**src/rtl/psu_sup_pkg.sv**
```systemverilog
package psu_sup_pkg;
  localparam int unsigned RAILS_DEF = 5;

  function automatic int unsigned tmax(input int unsigned a, input int unsigned b);
    return (a > b) ? a : b;
  endfunction
endpackage

```
**src/rtl/psu_tick_gen.sv**
```systemverilog
module psu_tick_gen #(
  parameter int unsigned DIV = 100
) (
  input  logic clk_i,
  input  logic rst_ni,
  output logic tick_o
);
  generate
    if (DIV <= 1) begin : g_pass
      assign tick_o = 1'b1;
    end else begin : g_div
      localparam int unsigned CW = $clog2(DIV);
      localparam logic [CW-1:0] LAST = CW'(DIV - 1);
      logic [CW-1:0] cnt_q;
      always_ff @(posedge clk_i or negedge rst_ni) begin
        if (!rst_ni) cnt_q <= '0;
        else if (cnt_q == LAST) cnt_q <= '0;
        else cnt_q <= cnt_q + 1'b1;
      end
      assign tick_o = (cnt_q == LAST);
    end
  endgenerate
endmodule

```
**src/rtl/psu_filt.sv**
```systemverilog
// Output takes the input value once it has differed for N consecutive ticks.
module psu_filt #(
  parameter int unsigned N       = 73,
  parameter bit          RST_VAL = 1'b0
) (
  input  logic clk_i,
  input  logic rst_ni,
  input  logic tick_i,
  input  logic d_i,
  output logic q_o
);
  localparam int unsigned CW = $clog2(N + 1);
  localparam logic [CW-1:0] LAST = CW'(N - 1);

  logic [CW-1:0] cnt_q;
  logic          q_q;

  always_ff @(posedge clk_i or negedge rst_ni) begin
    if (!rst_ni) begin
      q_q   <= RST_VAL;
      cnt_q <= '0;
    end else if (d_i == q_q) begin
      cnt_q <= '0;
    end else if (tick_i) begin
      if (cnt_q == LAST) begin
        q_q   <= d_i;
        cnt_q <= '0;
      end else begin
        cnt_q <= cnt_q + 1'b1;
      end
    end
  end

  assign q_o = q_q;
endmodule

```
**src/rtl/psu_filt_bank.sv**
```systemverilog
module psu_filt_bank #(
  parameter int unsigned W = 5,
  parameter int unsigned N = 73
) (
  input  logic         clk_i,
  input  logic         rst_ni,
  input  logic         tick_i,
  input  logic [W-1:0] d_i,
  output logic [W-1:0] q_o
);
  for (genvar i = 0; i < W; i++) begin : g_ch
    psu_filt #(.N(N), .RST_VAL(1'b0)) u_filt (
      .clk_i (clk_i),
      .rst_ni(rst_ni),
      .tick_i(tick_i),
      .d_i   (d_i[i]),
      .q_o   (q_o[i])
    );
  end
endmodule

```
**src/rtl/psu_hold.sv**
```systemverilog
// Rising edge delayed by N ticks, falling edge immediate.
module psu_hold #(
  parameter int unsigned N = 300
) (
  input  logic clk_i,
  input  logic rst_ni,
  input  logic tick_i,
  input  logic d_i,
  output logic q_o
);
  localparam int unsigned CW = $clog2(N + 1);
  localparam logic [CW-1:0] FULL = CW'(N);

  logic [CW-1:0] cnt_q;

  always_ff @(posedge clk_i or negedge rst_ni) begin
    if (!rst_ni) cnt_q <= '0;
    else if (!d_i) cnt_q <= '0;
    else if (tick_i && cnt_q != FULL) cnt_q <= cnt_q + 1'b1;
  end

  assign q_o = d_i && (cnt_q == FULL);
endmodule

```
**src/rtl/psu_startup_mask.sv**
```systemverilog
// Mask window after enable; length picked from power-good state at enable.
module psu_startup_mask #(
  parameter int unsigned SHORT_T = 75,
  parameter int unsigned LONG_T  = 300
) (
  input  logic clk_i,
  input  logic rst_ni,
  input  logic tick_i,
  input  logic run_i,
  input  logic pg_ok_i,
  output logic mask_o
);
  localparam int unsigned MX = psu_sup_pkg::tmax(SHORT_T, LONG_T);
  localparam int unsigned CW = $clog2(MX + 1);
  localparam logic [CW-1:0] SHORT_L = CW'(SHORT_T);
  localparam logic [CW-1:0] LONG_L  = CW'(LONG_T);

  logic [CW-1:0] cnt_q;
  logic          long_q;
  logic [CW-1:0] lim;

  assign lim = long_q ? LONG_L : SHORT_L;

  always_ff @(posedge clk_i or negedge rst_ni) begin
    if (!rst_ni) begin
      cnt_q  <= '0;
      long_q <= 1'b1;
    end else if (!run_i) begin
      cnt_q  <= '0;
      long_q <= !pg_ok_i;
    end else if (tick_i && cnt_q != lim) begin
      cnt_q <= cnt_q + 1'b1;
    end
  end

  assign mask_o = (cnt_q != lim);
endmodule

```
**src/rtl/psu_supervisor.sv**
```systemverilog
module psu_supervisor #(
  parameter int unsigned N_RAILS     = psu_sup_pkg::RAILS_DEF,
  parameter int unsigned TICK_DIV    = 100,
  parameter int unsigned GLITCH_FAST = 73,
  parameter int unsigned GLITCH_SLOW = 1200,
  parameter int unsigned DEBOUNCE    = 38000,
  parameter int unsigned OFF_EXTRA   = 3500,
  parameter int unsigned PG_DELAY    = 300000,
  parameter int unsigned MASK_PG     = 75000,
  parameter int unsigned MASK_NOPG   = 300000
) (
  input  logic               clk_i,
  input  logic               rst_ni,
  input  logic [N_RAILS-1:0] ov_i,
  input  logic [N_RAILS-1:0] uv_i,
  input  logic [N_RAILS-1:0] oc_i,
  input  logic               pg_in_i,
  input  logic               off_req_i,
  output logic               fault_o,
  output logic               pg_o
);
  logic               tick;
  logic [N_RAILS-1:0] ov_f, uv_f, oc_f;
  logic               pg_f, off_db, off_st, mask, latch_q, set_fault, pg_cond;

  psu_tick_gen #(.DIV(TICK_DIV)) u_tick (
    .clk_i(clk_i), .rst_ni(rst_ni), .tick_o(tick)
  );

  psu_filt_bank #(.W(N_RAILS), .N(GLITCH_FAST)) u_ov_filt (
    .clk_i(clk_i), .rst_ni(rst_ni), .tick_i(tick), .d_i(ov_i), .q_o(ov_f)
  );
  psu_filt_bank #(.W(N_RAILS), .N(GLITCH_FAST)) u_uv_filt (
    .clk_i(clk_i), .rst_ni(rst_ni), .tick_i(tick), .d_i(uv_i), .q_o(uv_f)
  );
  psu_filt_bank #(.W(N_RAILS), .N(GLITCH_SLOW)) u_oc_filt (
    .clk_i(clk_i), .rst_ni(rst_ni), .tick_i(tick), .d_i(oc_i), .q_o(oc_f)
  );
  psu_filt #(.N(GLITCH_FAST), .RST_VAL(1'b0)) u_pg_filt (
    .clk_i(clk_i), .rst_ni(rst_ni), .tick_i(tick), .d_i(pg_in_i), .q_o(pg_f)
  );
  psu_filt #(.N(DEBOUNCE), .RST_VAL(1'b1)) u_off_db (
    .clk_i(clk_i), .rst_ni(rst_ni), .tick_i(tick), .d_i(off_req_i), .q_o(off_db)
  );

  // Off command reaches the fault output only after the extra delay.
  psu_hold #(.N(OFF_EXTRA)) u_off_hold (
    .clk_i(clk_i), .rst_ni(rst_ni), .tick_i(tick), .d_i(off_db), .q_o(off_st)
  );

  psu_startup_mask #(.SHORT_T(MASK_PG), .LONG_T(MASK_NOPG)) u_mask (
    .clk_i(clk_i), .rst_ni(rst_ni), .tick_i(tick),
    .run_i(!fault_o), .pg_ok_i(pg_f), .mask_o(mask)
  );

  assign set_fault = (|ov_f) || (!mask && ((|uv_f) || (|oc_f)));

  // Release dominates; it only acts once the output is already held by off_st.
  always_ff @(posedge clk_i or negedge rst_ni) begin
    if (!rst_ni) latch_q <= 1'b1;
    else if (off_st) latch_q <= 1'b0;
    else if (set_fault) latch_q <= 1'b1;
  end

  assign fault_o = latch_q || off_st;
  assign pg_cond = pg_f && !fault_o && !off_db;

  psu_hold #(.N(PG_DELAY)) u_pg_hold (
    .clk_i(clk_i), .rst_ni(rst_ni), .tick_i(tick), .d_i(pg_cond), .q_o(pg_o)
  );
endmodule

```
**config.mk**
```make
export PLATFORM = sky130hd
export DESIGN_NAME = psu_supervisor
export DESIGN_NICKNAME = d
export VERILOG_FILES = /design/src/rtl/psu_sup_pkg.sv /design/src/rtl/psu_tick_gen.sv /design/src/rtl/psu_filt.sv /design/src/rtl/psu_filt_bank.sv /design/src/rtl/psu_hold.sv /design/src/rtl/psu_startup_mask.sv /design/src/rtl/psu_supervisor.sv
export SDC_FILE = /design/constraint.sdc
export NUM_CORES = 1
export LEC_CHECK = 0
export CAP_MARGIN = 15
export CORE_ASPECT_RATIO = 1.4
export CORE_MARGIN = 3
export CORE_UTILIZATION = 35
export DETAILED_ROUTE_END_ITERATION = 16
export PLACE_DENSITY = 0.56
export SLEW_MARGIN = 20
export SYNTH_ARGS = -nofsm -noshare
export SYNTH_HDL_FRONTEND = slang
export SYNTH_SLANG_ARGS = --single-unit
export TNS_END_PERCENT = 30
```
**constraint.sdc**
```tcl
create_clock -name clk_i -period 2.4 [get_ports clk_i]
set_input_delay 0.24 -clock clk_i [delete_from_list [all_inputs] [get_ports clk_i]]
set_output_delay 0.24 -clock clk_i [all_outputs]
set_load 0.01 [all_outputs]
```
# Word level (Yosys, flattened, before mapping)
# Index checks and enable logic that the tools add are counted.
[word_totals]
output_inout_bits = 2
regBits = 224
in_bits = 19
elab_cells = 235
[classes]
n_bitwise = 17
eq_ne = 42
n_mux = 61
n_addsub = 21
n_reduce_logical = 54
[ops]
columns = ["op", "n"]
rows = [
  ["$mux W7", 34],
  ["$mux W11", 15],
  ["$mux W19", 5],
  ["$add A7 B1 Y7 const B", 12],
  ["$eq A7 B7 Y1 const B", 12],
  ["$add A11 B1 Y11 const B", 5],
  ["$eq A11 B11 Y1 const B", 5],
  ["$reduce_and A3 Y1", 17],
  ["$mux W16", 3],
  ["$add A19 B1 Y19 const B", 2],
  ["$reduce_bool A2 Y1", 19],
  ["$mux W12", 2],
  ["$eq A19 B19 Y1 const B", 1],
  ["$ne A19 B19 Y1", 1],
  ["$ne A19 B19 Y1 const B", 1],
  ["$eq A1 B1 Y1", 17],
  ["$not A1 Y1", 17],
  ["$add A16 B1 Y16 const B", 1],
  ["$eq A16 B16 Y1 const B", 1],
  ["$reduce_or A5 Y1", 3],
  ["$add A12 B1 Y12 const B", 1],
  ["$eq A12 B12 Y1 const B", 1],
  ["$ne A12 B12 Y1 const B", 1],
  ["$logic_and A1 B1 Y1", 8],
  ["other kinds (5)", 11],
]

# Logic depth before layout (Yosys ltp)
# Gate-level depths: netlist (run 1).
[depth]
depth_word = 7
ltp_mapped = 9
mapped_depth_nobuf = 8

# Cells and area by module
# A second synthesis (run 1) with hierarchy kept.
[unflattened]
cells_unflattened = 1304
hier_area_um2 = 12851.1
[by_module_without_submodules]
columns = ["module", "instances", "cells_per_inst", "area_per_inst_um2", "seq_area_each_um2"]
rows = [
  ["psu_filt (u_ov_filt.g_ch[0].u_filt ...)", 11, 46, 459.2, 200.2],
  ["psu_filt (u_oc_filt.g_ch[0].u_filt ...)", 5, 68, 670.6, 300.3],
  ["psu_startup_mask", 1, 131, 1172.4, 501.7],
  ["psu_filt (u_off_db)", 1, 106, 1073.5, 426.7],
  ["psu_hold (u_pg_hold)", 1, 110, 1066.0, 475.5],
  ["psu_hold (u_off_hold)", 1, 72, 715.7, 300.3],
  ["psu_tick_gen", 1, 28, 336.6, 175.2],
  ["psu_supervisor", 1, 11, 82.6, 26.3],
]

# Worst setup path after synthesis (run 1)
# OpenSTA, ideal clock, no wires.
[synth_timing]
path_type = "flip-flop to output port"
start = "register u_off_hold.cnt_q[4]"
end = "output fault_o"
n_path_buf = 2
setup_slack_ns = 0.404
stages_incl_launch_ff = 7
required_ns = 2.160
t_arrival_ns = 1.756
path_cell_list = "dfrtp_1 -> nand4bb_1 -> or4_1 -> o21a_1 -> inv_2 -> buf_4 -> buf_4"
[synth_via]
elab_chain_cells = 3
[synth_lines]
columns = ["element", "line", "rtl"]
rows = [
  ["start: declaration", "psu_hold.sv:14", "logic [CW-1:0] cnt_q;"],
  ["start signal: assignment", "psu_hold.sv:19", "else if (tick_i && cnt_q != FULL) cnt_q <= cnt_q + 1'b1;"],
  ["$eq A12 B12 Y1", "psu_hold.sv:22", "assign q_o = d_i && (cnt_q == FULL);"],
  ["$logic_and A1 B1 Y1", "psu_hold.sv:22", ""],
  ["$logic_or A1 B1 Y1", "psu_supervisor.sv:65", "assign fault_o = latch_q || off_st;"],
  ["end: declaration", "psu_supervisor.sv:19", "output logic fault_o,"],
]
# Every way passes these cells.

# Worst setup path in the final report (run 1)
[layout_timing]
start = "register u_off_hold.cnt_q[1]"
end = "output fault_o"
# The elaborated chain is that of the path after synthesis.

==> results of run 1 <==
## logic make-up after synthesis
group	count (synthesis)
simple gates	623
compound gates	232
flops	224
xor+xnor	98
buf+inv	94
fa+ha+maj	35
mux	21
## what timing repair did
action | 4_1_cts | 5_1_grt
gates resized for setup | 9 | 6
hold endpoints to repair | 50 | 0
hold buffers | 1 | 0
gates cloned | 0 | 0
buffers inserted | 1 | 3
pin swaps | 1 | 3
setup endpoints to repair | 2 | 7
## worst reg2reg max path, cell delays in order (launching register included)
cell and delay, ns:
dfrtp_1 0.44, nand4bb_1 0.34, buf_4 0.26, nor2_4 0.19, buf_4 0.33, nand2_1 0.11, or3_1 0.32, a21oi_1 0.14
## per-stage QoR
step	total power [mW]	setup slack [ns]
final	8.63	-0.0262
after detailed placement	4.17	0.0981
after global routing	8.97	-0.0873
after floorplan	3.98	0.404
after global placement	4.17	0.119
after CTS	8.80	-0.142
## flip-flops by register name, summed over array words and instances (netlist names)
| register | flops |
|---|---|
| u_ov_filt.g_ch.u_filt.cnt_q | 35 |
| u_mask.long_q | 1 |
| u_mask.cnt_q | 19 |
| u_off_db.q_o | 1 |
| latch_q | 1 |
| u_pg_filt.q_o | 1 |
| u_tick.g_div.cnt_q | 7 |
| u_off_db.cnt_q | 16 |
| u_uv_filt.g_ch.u_filt.cnt_q | 35 |
| u_uv_filt.g_ch.u_filt.q_o | 5 |
| u_pg_hold.cnt_q | 19 |
| u_ov_filt.g_ch.u_filt.q_o | 5 |
| u_off_hold.cnt_q | 12 |
| u_oc_filt.g_ch.u_filt.q_o | 5 |
| u_oc_filt.g_ch.u_filt.cnt_q | 55 |
| u_pg_filt.cnt_q | 7 |
## path summary, 6_finish.rpt
path | start | to | slack [ns] | cells after the start
setup / recovery | u_off_hold.cnt_q[1]$_DFFE_PN0P_ | fault_o | -0.03 | 7
hold / removal | rst_ni | u_uv_filt.g_ch[3].u_filt.cnt_q[3]$_DFFE_PN0P_ | 0.22 | 2
setup reg to reg | u_tick.g_div.cnt_q[3]$_DFF_PN0_ | u_mask.cnt_q[2]$_DFFE_PN0P_ | 0.22 | 7
hold reg to reg | u_tick.g_div.cnt_q[0]$_DFF_PN0_ | u_tick.g_div.cnt_q[0]$_DFF_PN0_ | 0.48 | 1
max in group asynchronous | rst_ni | u_ov_filt.g_ch[4].u_filt.cnt_q[0]$_DFFE_PN0P_ | 1.45 | 3
min in group clk_i | ov_i[1] | u_ov_filt.g_ch[1].u_filt.q_o$_DFFE_PN0P_ | 0.36 | 2
## per-layer routing
| metal | track usage [%] | share of wire [%] | wire [µm] |
|---|---|---|---|
| met1 | 17.7 | 44 | 11700 |
| met2 | 26.2 | 51 | 13500 |
| met3 | 2.18 | 3.1 | 831 |
| met4 | 4.97 | 2.4 | 627 |
| met5 | 0 | 0 | 0 |
## cell type report
class / count / area, µm²
repair buffers: 56 / 528
well taps: 451 / 564
multi-input cells: 1009 / 6290
clock inverters: 16 / 250
clock buffers: 34 / 752
flip-flops and latches: 224 / 5610
fillers: 3403 / 20100
inverters: 50 / 188
## cell usage after synthesis (8+ instances only)
cell type / n / area (µm²)
nor2_1: 141 / 529
o21ai_0: 87 / 435
nor3_1: 46 / 230
nor4b_1: 15 / 131
inv_1: 48 / 180
nor3b_1: 16 / 120
or4_1: 18 / 135
or3_1: 25 / 156
ha_1: 35 / 438
clkbuf_1: 26 / 97.6
and3_1: 43 / 269
mux2_2: 17 / 191
nand2_1: 113 / 424
nand4bb_1: 8 / 90.1
xnor2_1: 58 / 508
nand3_1: 71 / 355
nand4_1: 33 / 206
nand3b_1: 24 / 180
a21oi_1: 90 / 450
dfrtp_1: 221 / 5530
nor4_1: 18 / 113
xor2_1: 40 / 350
nor2b_1: 18 / 113
## power breakdown
part / internal (mW) / leakage [nW] / switching [mW]
sequential: 3.79 / 3.07 / 0.0147
clock: 2.87 / 0.483 / 1.67
combinational: 0.0875 / 2.05 / 0.196
total: 6.75 / 5.60 / 1.88
==> reports/results.ini, run 1 <==
[outcome]
status = finished with violations
violations = setup timing

[synthesis]
synth-warning-count = 0
synth_compound_area_share_pct = 10.9
yosys.area_share.simple_pct = 27.4
synth.distinct_cells = 71
post_synth.cell_area_avg_um2 = 9.24
synth-seq-cells = 224
synth-edff-count = 0
synth-xor-area-share_pct = 7.00
synth_seq_area_share_pct = 45.7
synth_mux_area_share_pct = 1.93
syn_inst = 1327
synth_area_um2 = 12300
yosys.area_share.adder_pct = 3.57
synth_top_family_by_area = simple AND/OR/NAND/NOR gates
syn-num-nets = 1381
synth-main-ff-cell = dfrtp_1
synthArstFlopShare_pct = 100

[sta]
worstMarginPinSlew_ns = 0.660
finalCriticalPeriod_ns = 2.43
rsz0062_at_grt = yes
maxSlewHeadroom_pct = 55.7
hold_viol_final = 0
clock_skew_ns = 0.0284
finalCritPeriodShare_pct = 101
hold_ws_ns = 0.220
setup_viol = 1
clock.fmax_mhz = 412
tns_ns = -0.0262
fin_ws_ns = -0.0262
report.final.slew_viol_count = 0

[route]
drt_iter0_markers = 409
wire_per_inst_um = 14.5
first_pass_iters = 7
via_per_inst = 5.29
ant_nets = 0
drc = 0
wirelength_um = 26600
num_vias = 9727

[floorplanning]
die_area_um2 = 37300
fp-row-count = 80
core-area_um2 = 34300
die_x_um = 164
io_pins = 21
initial_core_util_pct = 35.7
die_h_um = 227

[clock_network]
cts_made_buffers = 27
clockBufferDepth = 3
cts_tree = done
cts_root_buffer = clkbuf_16
cts_max_level = 1
cts.clk_slew.worst_paths_ns = 0.06
clock_latency_ns = 0.55
numClockSinks = 224

[final_layout]
fin_cells = 1840
layout-drive-gt1-share_pct = 10.0
final_cell_mix = dfrtp_1 (221), nor2_1 (141), nand2_1 (112), a21oi_1 (89), o21ai_0 (87)
fin_area_um2 = 14200
diodes = 0
final_common_cell = dfrtp_1
final_util_pct = 41.3
synthToLayoutAreaGrowth_pct = 15.7
nets = 1422

[worst_setup_path]
path_buf_inv = 3
worst_ep_arrival_time_ns = 2.19
end_kind = output pin
slowest_stage = or4_4
cp-start-kind = flop
worstPathMaxFanout = 4
cp.required_ns = 2.16
path_class = reg -> out
critPathTopFamily = simple AND/OR/NAND/NOR gates
path_cells = inv_1 > ha_2 > nand4_1 > or4_4 > o21a_4 > inv_2 > buf_6
slowest_delay_ns = 0.51

[global_route]
gr-total-overflow = 0
grt_usage_pct = 14.6
grt_start_max_net_pins = 66
antenna_found_initial = 0
grt_pass1_vias = 9844
grt_pass1_wl_um = 46100

[placed_design]
place_inst = 1785
portBuffers = 20
dp_hpwl_um = 18000
placed_area_um2 = 13100
place_congestion = 0.831

[run]
maxCapViolCount = 0

[power]
p_leak_nw = 5.60
power.density_nw_per_um2 = 608
peakVddDrop_mv = 0.501

[worst_hold_path]
hold_class = in -> async

(Power assumes the default switching activity.)
==> run 2, diff against run 1 <==
SLEW_MARGIN = not set   (was 20)
==> results of run 2 <==
Final layout, timing and power as in run 1 (identical DEF).
